File: config.mk
export PLATFORM = sky130hd
export DESIGN_NAME = uart_hostsig
export DESIGN_NICKNAME = d
export VERILOG_FILES = /design/src/rtl/uart_hostsig_pkg.sv /design/src/rtl/uart_rdy_pins.sv /design/src/rtl/uart_evt_latch.sv /design/src/rtl/uart_irq_arb.sv /design/src/rtl/uart_hostsig.sv
export SDC_FILE = /design/constraint.sdc
export NUM_CORES = 1
export LEC_CHECK = 0
export BUFFER_PORTS_ARGS = -buffer_cell sky130_fd_sc_hd__buf_2
export CAP_MARGIN = 0
export CORE_MARGIN = 2
export CORE_UTILIZATION = 37
export CTS_CLUSTER_DIAMETER = 100
export DETAILED_ROUTE_END_ITERATION = 12
export MAX_ROUTING_LAYER = met4
export PLACE_DENSITY_LB_ADDON = 0.08
export SKIP_LAST_GASP = 1
export SLEW_MARGIN = 20
export SYNTH_ARGS = -nofsm -noshare
export SYNTH_HDL_FRONTEND = slang
export SYNTH_SLANG_ARGS = --single-unit
File: constraint.sdc
create_clock -name clk -period 1.69 [get_ports clk]
set_clock_uncertainty 0.2 [all_clocks]
set_input_delay 0.0845 -clock clk [delete_from_list [all_inputs] [get_ports clk]]
set_output_delay 0.0845 -clock clk [all_outputs]
set_load 0.02 [all_outputs]
File: src/rtl/uart_hostsig_pkg.sv
// Shared definitions for the UART host status block: identification codes,
// source ordering (index 0 = highest priority) and the trigger level picker.
package uart_hostsig_pkg;

    typedef enum logic [2:0] {
        IID_MODEM  = 3'b000,
        IID_NONE   = 3'b001,
        IID_THRE   = 3'b010,
        IID_RXDATA = 3'b100,
        IID_LINE   = 3'b110
    } iid_e;

    localparam int NSRC      = 4;
    localparam int SRC_LINE  = 0;
    localparam int SRC_RX    = 1;
    localparam int SRC_THRE  = 2;
    localparam int SRC_MODEM = 3;

    // Map a source index in priority order to its identification code.
    function automatic iid_e src_code(input int idx);
        case (idx)
            SRC_LINE:  return IID_LINE;
            SRC_RX:    return IID_RXDATA;
            SRC_THRE:  return IID_THRE;
            SRC_MODEM: return IID_MODEM;
            default:   return IID_NONE;
        endcase
    endfunction

    // Pick one of four trigger levels from the 2-bit select field.
    function automatic int unsigned trig_pick(input logic [1:0] sel,
                                              input int unsigned l0,
                                              input int unsigned l1,
                                              input int unsigned l2,
                                              input int unsigned l3);
        case (sel)
            2'd0:    return l0;
            2'd1:    return l1;
            2'd2:    return l2;
            default: return l3;
        endcase
    endfunction

endpackage

File: src/rtl/uart_rdy_pins.sv
// Next-state logic for the two active-low ready pins.
// Assumes both counts lie in 0..DEPTH and trig is in 1..DEPTH.
module uart_rdy_pins #(
    parameter int DEPTH = 128,
    parameter int CW    = $clog2(DEPTH + 1)
) (
    input  logic [CW-1:0] rx_count,
    input  logic [CW-1:0] tx_count,
    input  logic [CW-1:0] trig,
    input  logic          dma_mode,
    output logic          rx_rdy_n_d,
    output logic          tx_rdy_n_d
);

    localparam logic [CW-1:0] FULL = CW'(DEPTH);

    // Receive ready: one waiting character in mode 0, trigger fill in mode 1.
    always_comb begin
        if (dma_mode) rx_rdy_n_d = (rx_count < trig);
        else          rx_rdy_n_d = (rx_count == '0);
    end

    // Transmit ready: deasserted only when no free location remains.
    always_comb begin
        tx_rdy_n_d = (tx_count >= FULL);
    end

endmodule

File: src/rtl/uart_evt_latch.sv
// Bank of N sticky pending bits. Each bit sets on its event and clears on its
// clear strobe; a simultaneous set wins. Exposes both next and current state.
module uart_evt_latch #(
    parameter int N = 3
) (
    input  logic         clk,
    input  logic         rst,
    input  logic [N-1:0] set_i,
    input  logic [N-1:0] clr_i,
    output logic [N-1:0] pend_d,
    output logic [N-1:0] pend_q
);

    for (genvar g = 0; g < N; g++) begin : g_bit
        // Next value of one pending bit, set taking precedence over clear.
        always_comb begin
            pend_d[g] = set_i[g] | (pend_q[g] & ~clr_i[g]);
        end

        // Hold the pending bit across cycles; reset clears it.
        always_ff @(posedge clk) begin
            if (rst) pend_q[g] <= 1'b0;
            else     pend_q[g] <= pend_d[g];
        end
    end

endmodule

File: src/rtl/uart_irq_arb.sv
// Fixed-priority arbiter: request index 0 is the highest priority.
// Produces a one-hot grant and an any-request flag; purely combinational.
module uart_irq_arb #(
    parameter int N = 4
) (
    input  logic [N-1:0] req,
    output logic [N-1:0] gnt,
    output logic         any
);

    logic [N:0] blocked;

    assign blocked[0] = 1'b0;

    for (genvar g = 0; g < N; g++) begin : g_pri
        // Grant a request only if no higher-priority request is active.
        always_comb begin
            gnt[g]         = req[g] & ~blocked[g];
            blocked[g + 1] = blocked[g] | req[g];
        end
    end

    // Flag that some request is active.
    always_comb begin
        any = blocked[N];
    end

endmodule

File: src/rtl/uart_hostsig.sv
// Host-facing status outputs of one UART channel: ready pins, interrupt
// request with output enable, identification code and user output.
// All outputs are registered and reflect the inputs of the previous edge.
// Assumes fill counts stay within 0..DEPTH and strobes last one cycle.
module uart_hostsig
    import uart_hostsig_pkg::*;
#(
    parameter int DEPTH  = 128,
    parameter int TRIG_0 = 1,
    parameter int TRIG_1 = 32,
    parameter int TRIG_2 = 64,
    parameter int TRIG_3 = 120,
    parameter int CW     = $clog2(DEPTH + 1)
) (
    input  logic          clk,
    input  logic          rst,
    input  logic [CW-1:0] rx_count,
    input  logic [CW-1:0] tx_count,
    input  logic [1:0]    rx_trig_sel,
    input  logic          dma_mode,
    input  logic [3:0]    irq_en,
    input  logic          out2_ctl,
    input  logic          line_err_evt,
    input  logic          modem_evt,
    input  logic          tx_empty_evt,
    input  logic          id_read,
    input  logic          tx_write,
    input  logic          line_clr,
    input  logic          modem_clr,
    output logic          rx_rdy_n,
    output logic          tx_rdy_n,
    output logic          irq,
    output logic          irq_oe,
    output logic          out2_n,
    output logic [2:0]    int_id
);

    localparam int NLAT = 3;   // latched sources: line, thre, modem
    localparam int L_LINE  = 0;
    localparam int L_THRE  = 1;
    localparam int L_MODEM = 2;

    logic [CW-1:0]   trig;
    logic            rx_rdy_n_d, tx_rdy_n_d;
    logic [NLAT-1:0] lat_set, lat_clr, lat_d, lat_q;
    logic [NSRC-1:0] req, gnt;
    logic [3:0]      en_by_src;
    logic            any_req;
    iid_e            id_d;
    iid_e            id_q;

    // Decode the trigger level from the select field.
    always_comb begin
        trig = CW'(trig_pick(rx_trig_sel, TRIG_0, TRIG_1, TRIG_2, TRIG_3));
    end

    uart_rdy_pins #(.DEPTH(DEPTH), .CW(CW)) u_rdy (
        .rx_count   (rx_count),
        .tx_count   (tx_count),
        .trig       (trig),
        .dma_mode   (dma_mode),
        .rx_rdy_n_d (rx_rdy_n_d),
        .tx_rdy_n_d (tx_rdy_n_d)
    );

    // Gather set and clear strobes for the sticky sources.
    always_comb begin
        lat_set[L_LINE]  = line_err_evt;
        lat_set[L_THRE]  = tx_empty_evt;
        lat_set[L_MODEM] = modem_evt;
        lat_clr[L_LINE]  = line_clr;
        lat_clr[L_THRE]  = tx_write | (id_read & (id_q == IID_THRE));
        lat_clr[L_MODEM] = modem_clr;
    end

    uart_evt_latch #(.N(NLAT)) u_lat (
        .clk    (clk),
        .rst    (rst),
        .set_i  (lat_set),
        .clr_i  (lat_clr),
        .pend_d (lat_d),
        .pend_q (lat_q)
    );

    // Reorder enable bits into priority order and mask the requests.
    always_comb begin
        en_by_src[SRC_LINE]  = irq_en[2];
        en_by_src[SRC_RX]    = irq_en[0];
        en_by_src[SRC_THRE]  = irq_en[1];
        en_by_src[SRC_MODEM] = irq_en[3];
        req[SRC_LINE]  = lat_d[L_LINE]  & en_by_src[SRC_LINE];
        req[SRC_RX]    = (rx_count >= trig) & en_by_src[SRC_RX];
        req[SRC_THRE]  = lat_d[L_THRE]  & en_by_src[SRC_THRE];
        req[SRC_MODEM] = lat_d[L_MODEM] & en_by_src[SRC_MODEM];
    end

    uart_irq_arb #(.N(NSRC)) u_arb (
        .req (req),
        .gnt (gnt),
        .any (any_req)
    );

    // Encode the one-hot grant into an identification code.
    always_comb begin
        id_d = IID_NONE;
        for (int i = NSRC - 1; i >= 0; i--) begin
            if (gnt[i]) id_d = src_code(i);
        end
    end

    // Register every host-facing output; reset drives the inactive levels.
    always_ff @(posedge clk) begin
        if (rst) begin
            rx_rdy_n <= 1'b1;
            tx_rdy_n <= 1'b1;
            irq      <= 1'b0;
            irq_oe   <= 1'b0;
            out2_n   <= 1'b1;
            id_q     <= IID_NONE;
        end else begin
            rx_rdy_n <= rx_rdy_n_d;
            tx_rdy_n <= tx_rdy_n_d;
            irq      <= out2_ctl & any_req;
            irq_oe   <= out2_ctl & any_req;
            out2_n   <= ~out2_ctl;
            id_q     <= id_d;
        end
    end

    assign int_id = id_q;

endmodule

==> Flow_metrics.wiki <==
{| class="wikitable"
! Metric !! Value
|-
| Slew of the pin with the lowest slew margin || around 0.26 ns
|-
| Num ports || approximately 40
|-
| Relative area change from synthesis to final layout || 76.1%
|-
| Post-Syn Instances || 59
|-
| Post-Synthesis Cell Area || between 500 and 600 um2
|-
| Initial antenna violation count || 0
|-
| Pins Over Slew Limit || 0
|-
| Share of the clock period used by the worst path after layout || 94.9%
|-
| Syn nets || 97
|-
| Data arrival time of the critical path || approximately 1.6 ns
|-
| Number of buffer cells added on primary ports || 33
|-
| Type of the setup path with the least slack || reg2reg
|-
| Routed wirelength normalized by instance count || 10.7 um
|-
| Via count of the first global-routing pass || between 500 and 600
|-
| Final-layout worst hold slack || around 0.0056 ns
|-
| Worst slack, placed || 0.0278 ns
|-
| Clock-pin slew of the registers on the worst-case setup and hold paths || about 0.07 ns
|-
| Highest net fanout along the worst path || 3
|-
| HPWL after DPL || roughly 900 um
|-
| Setup violations, final || 0
|-
| Utilization of the core after routing || 70.6%
|-
| Number of placement rows || 13
|-
| Global-route wire length before repair || approximately 2300 um
|-
| DRC violations left || 0
|-
| Largest stage delay on the critical path || around 0.39 ns
|-
| Number of antenna diodes || 0
|-
| Layout cells sized above 1 || about two fifths
|-
| Critical path, cell by cell || nand4bb_1 -> a31oi_2 -> buf_4 -> or3b_1 -> and4_1
|-
| Overflow left after global routing || 0
|-
| Slowest cell on the critical path || sky130_fd_sc_hd__or3b_1
|-
| Final period demand of the worst path || about 1.6 ns
|-
| Mean post-synth cell area || approximately 9 um2
|-
| Largest buffer count on any clock path || 2
|-
| Die Span Y || roughly 42 um
|-
| Number of clock buffers inserted by TritonCTS || 3
|-
| Hold crit path type || in2reg
|-
| Pwr dens || just under 700 mW/mm2
|-
| Area enclosed by the die boundary || ~0.0017 mm2
|-
| Peak clock frequency supported by timing || approximately 620 MHz
|-
| Hold Vio Cnt, Final || 0
|-
| Sequential-to-total area share from yosys stat || 37.9%
|-
| Number of standard cells in the final layout excluding fillers || about 130
|-
| Final setup TNS || 0 ns
|-
| Area of the core || 0.00132 mm2
|-
| Worst-case headroom to the max-slew limit || 82.4%
|-
| Buffer cell driving the clock tree root || sky130_fd_sc_hd__clkbuf_4
|-
| Number of placed instances, taps included || 106
|-
| Worst IR Drop VDD || roughly 0.00026 V
|-
| Routability-driven placement congestion ratio || between 0.7 and 0.8
|-
| Final Instance Area || ~930 um2
|-
| Max-cap violation count || 0
|-
| Static Leak || between 0.4 and 0.5 nW
|-
| Starting utilization of the core area || between 40 and 50%
|-
| Overall die width || ~42 um
|-
| Count of unique library cells instantiated by Yosys || 26
|-
| Routed WL || between 1000 and 1500 um
|-
| WP data required || 1.65 ns
|-
| CTS tree || yes
|-
| Pin count of the biggest net entering global routing || 9
|-
| Setup slack after layout || 0.0855 ns
|-
| Antenna viol nets, final || 0
|-
| NumNets Final || between 150 and 200
|-
| Fillcell total || 113
|-
| Sinks on Clock Net || 10
|-
| Yosys warning total || 0
|-
| Result of the run || complete, no violations
|-
| Synth Register Bits || 10
|-
| Total global-route track usage || between 15 and 20%
|-
| Placed Area || approximately 700 um2
|-
| Iteration-0 DRC count of the detailed router || 8
|-
| Total iterations of the first detailed-routing run || 4
|-
| Startpoint Class || flip-flop
|-
| Clk Latency, worst-skew pair || about 0.26 ns
|-
| Total power draw || about 640 uW
|-
| Via count || slightly above 600
|-
| Via count normalized by instance count || ~4.8
|-
| Category of the worst setup path capture point || flip-flop
|-
| Maximum level of the CTS H-tree || 1
|}
-- sequential cells by signal (all words and copies together), names as in the netlist --
name,cells
rx_rdy_n,1
out2_n,1
u_lat.pend_q,3
irq_oe,1
int_id,3
tx_rdy_n,1
-- path summary, 6_finish.rpt --
path | to | slack [ns] | depth (start not counted) | start
setup reg to reg | int_id[0] | 0.09 | 5 | int_id[0]
hold reg to reg | int_id[2] | 0.45 | 4 | u_lat.pend_q[0]
setup / recovery | int_id[0] | 0.09 | 5 | int_id[0]
hold / removal | rx_rdy_n | 0.006 | 4 | rx_count[2]
-- where the power goes --
part | switching [mW] | internal [mW] | leakage [nW]
Combinational | 0.0788 | 0.0907 | 0.367
Sequential | 0.00560 | 0.254 | 0.0837
Clock | 0.0830 | 0.131 | 0.0210
-- per-layer routing --
| metal | part of all wire (%) | track usage, % | vias to the layer above |
|---|---|---|---|
| met5 | 0 | - | - |
| met4 | 2.0 | 9.68 | 0 |
| met3 | 6.4 | 3.48 | 4 |
| met2 | 53 | 31.6 | 26 |
| met1 | 38 | 18.2 | 259 |
| li1 | - | - | 315 |
-- cells in the mapped netlist --
cell type | instances | area [um2]
sky130_fd_sc_hd__a211oi_1 | 1 | 7.51
sky130_fd_sc_hd__a311oi_2 | 1 | 15.0
sky130_fd_sc_hd__nand2b_1 | 3 | 18.8
sky130_fd_sc_hd__o21ai_0 | 1 | 5.00
sky130_fd_sc_hd__nor4_1 | 1 | 6.26
sky130_fd_sc_hd__a31oi_1 | 2 | 12.5
sky130_fd_sc_hd__nor2_1 | 5 | 18.8
sky130_fd_sc_hd__ha_1 | 5 | 62.6
sky130_fd_sc_hd__or3b_1 | 1 | 8.76
sky130_fd_sc_hd__buf_4 | 1 | 7.51
sky130_fd_sc_hd__and4_1 | 1 | 8.76
sky130_fd_sc_hd__dfxtp_1 | 10 | 200
sky130_fd_sc_hd__nor3_1 | 1 | 5.00
sky130_fd_sc_hd__a41oi_2 | 1 | 16.3
sky130_fd_sc_hd__nand4bb_1 | 1 | 11.3
sky130_fd_sc_hd__nor2b_1 | 1 | 6.26
sky130_fd_sc_hd__o21a_1 | 1 | 7.51
sky130_fd_sc_hd__o2111ai_1 | 1 | 8.76
sky130_fd_sc_hd__a21oi_1 | 3 | 15.0
sky130_fd_sc_hd__o21ai_2 | 1 | 8.76
sky130_fd_sc_hd__or3b_2 | 1 | 8.76
sky130_fd_sc_hd__or2_2 | 1 | 6.26
sky130_fd_sc_hd__nand2_1 | 6 | 22.5
sky130_fd_sc_hd__nand3_1 | 1 | 5.00
sky130_fd_sc_hd__nand4b_1 | 1 | 8.76
sky130_fd_sc_hd__inv_1 | 7 | 26.3
-- area by class of cell --
type,count,area (um2),area share [%]
flip-flops and latches,10,200,21.5
clock buffers,4,36.3,3.90
repair buffers,50,343,36.9
inverters,7,26.3,2.83
well taps,15,18.8,2.02
multi-input cells,41,305,32.8
-- repair_timing --
action                     CTS  global route
buffers inserted             0             1
hold buffers                17             0
setup endpoints to repair    0             3
hold endpoints to repair    10             0
resized for setup            0             4
-- logic make-up after synthesis --
family	count (synthesis)	share of synthesized area [%]
adder cells (fa/ha/maj)	5	11.8
AND/OR/NAND/NOR	24	25.6
flip-flops	10	37.9
buffers and inverters	8	6.40
AO/OA/AOI/OAI	12	18.2
-- placed cells by master, fill, tap and decap left out, drive strengths merged, types with 2 or more instances in the layout --
cell,Yosys,layout
dfxtp,10,10
or3b,2,2
dlygate4sd3,0,15
nand2b,3,3
o21ai,2,2
nor2,5,5
a31oi,2,2
buf,1,33
ha,5,5
clkbuf,0,4
dlymetal6s4s,0,2
inv,7,7
nand2,6,6
a21oi,3,3
-- critical path, delay by kind of cell, from the launching register on --
kind	cells	cell delay (ns)
flops	1	0.32
compound gates	1	0.11
simple gates	3	0.73
buf+inv	1	0.15
No activity file was read; power rests on OpenSTA's default activity.
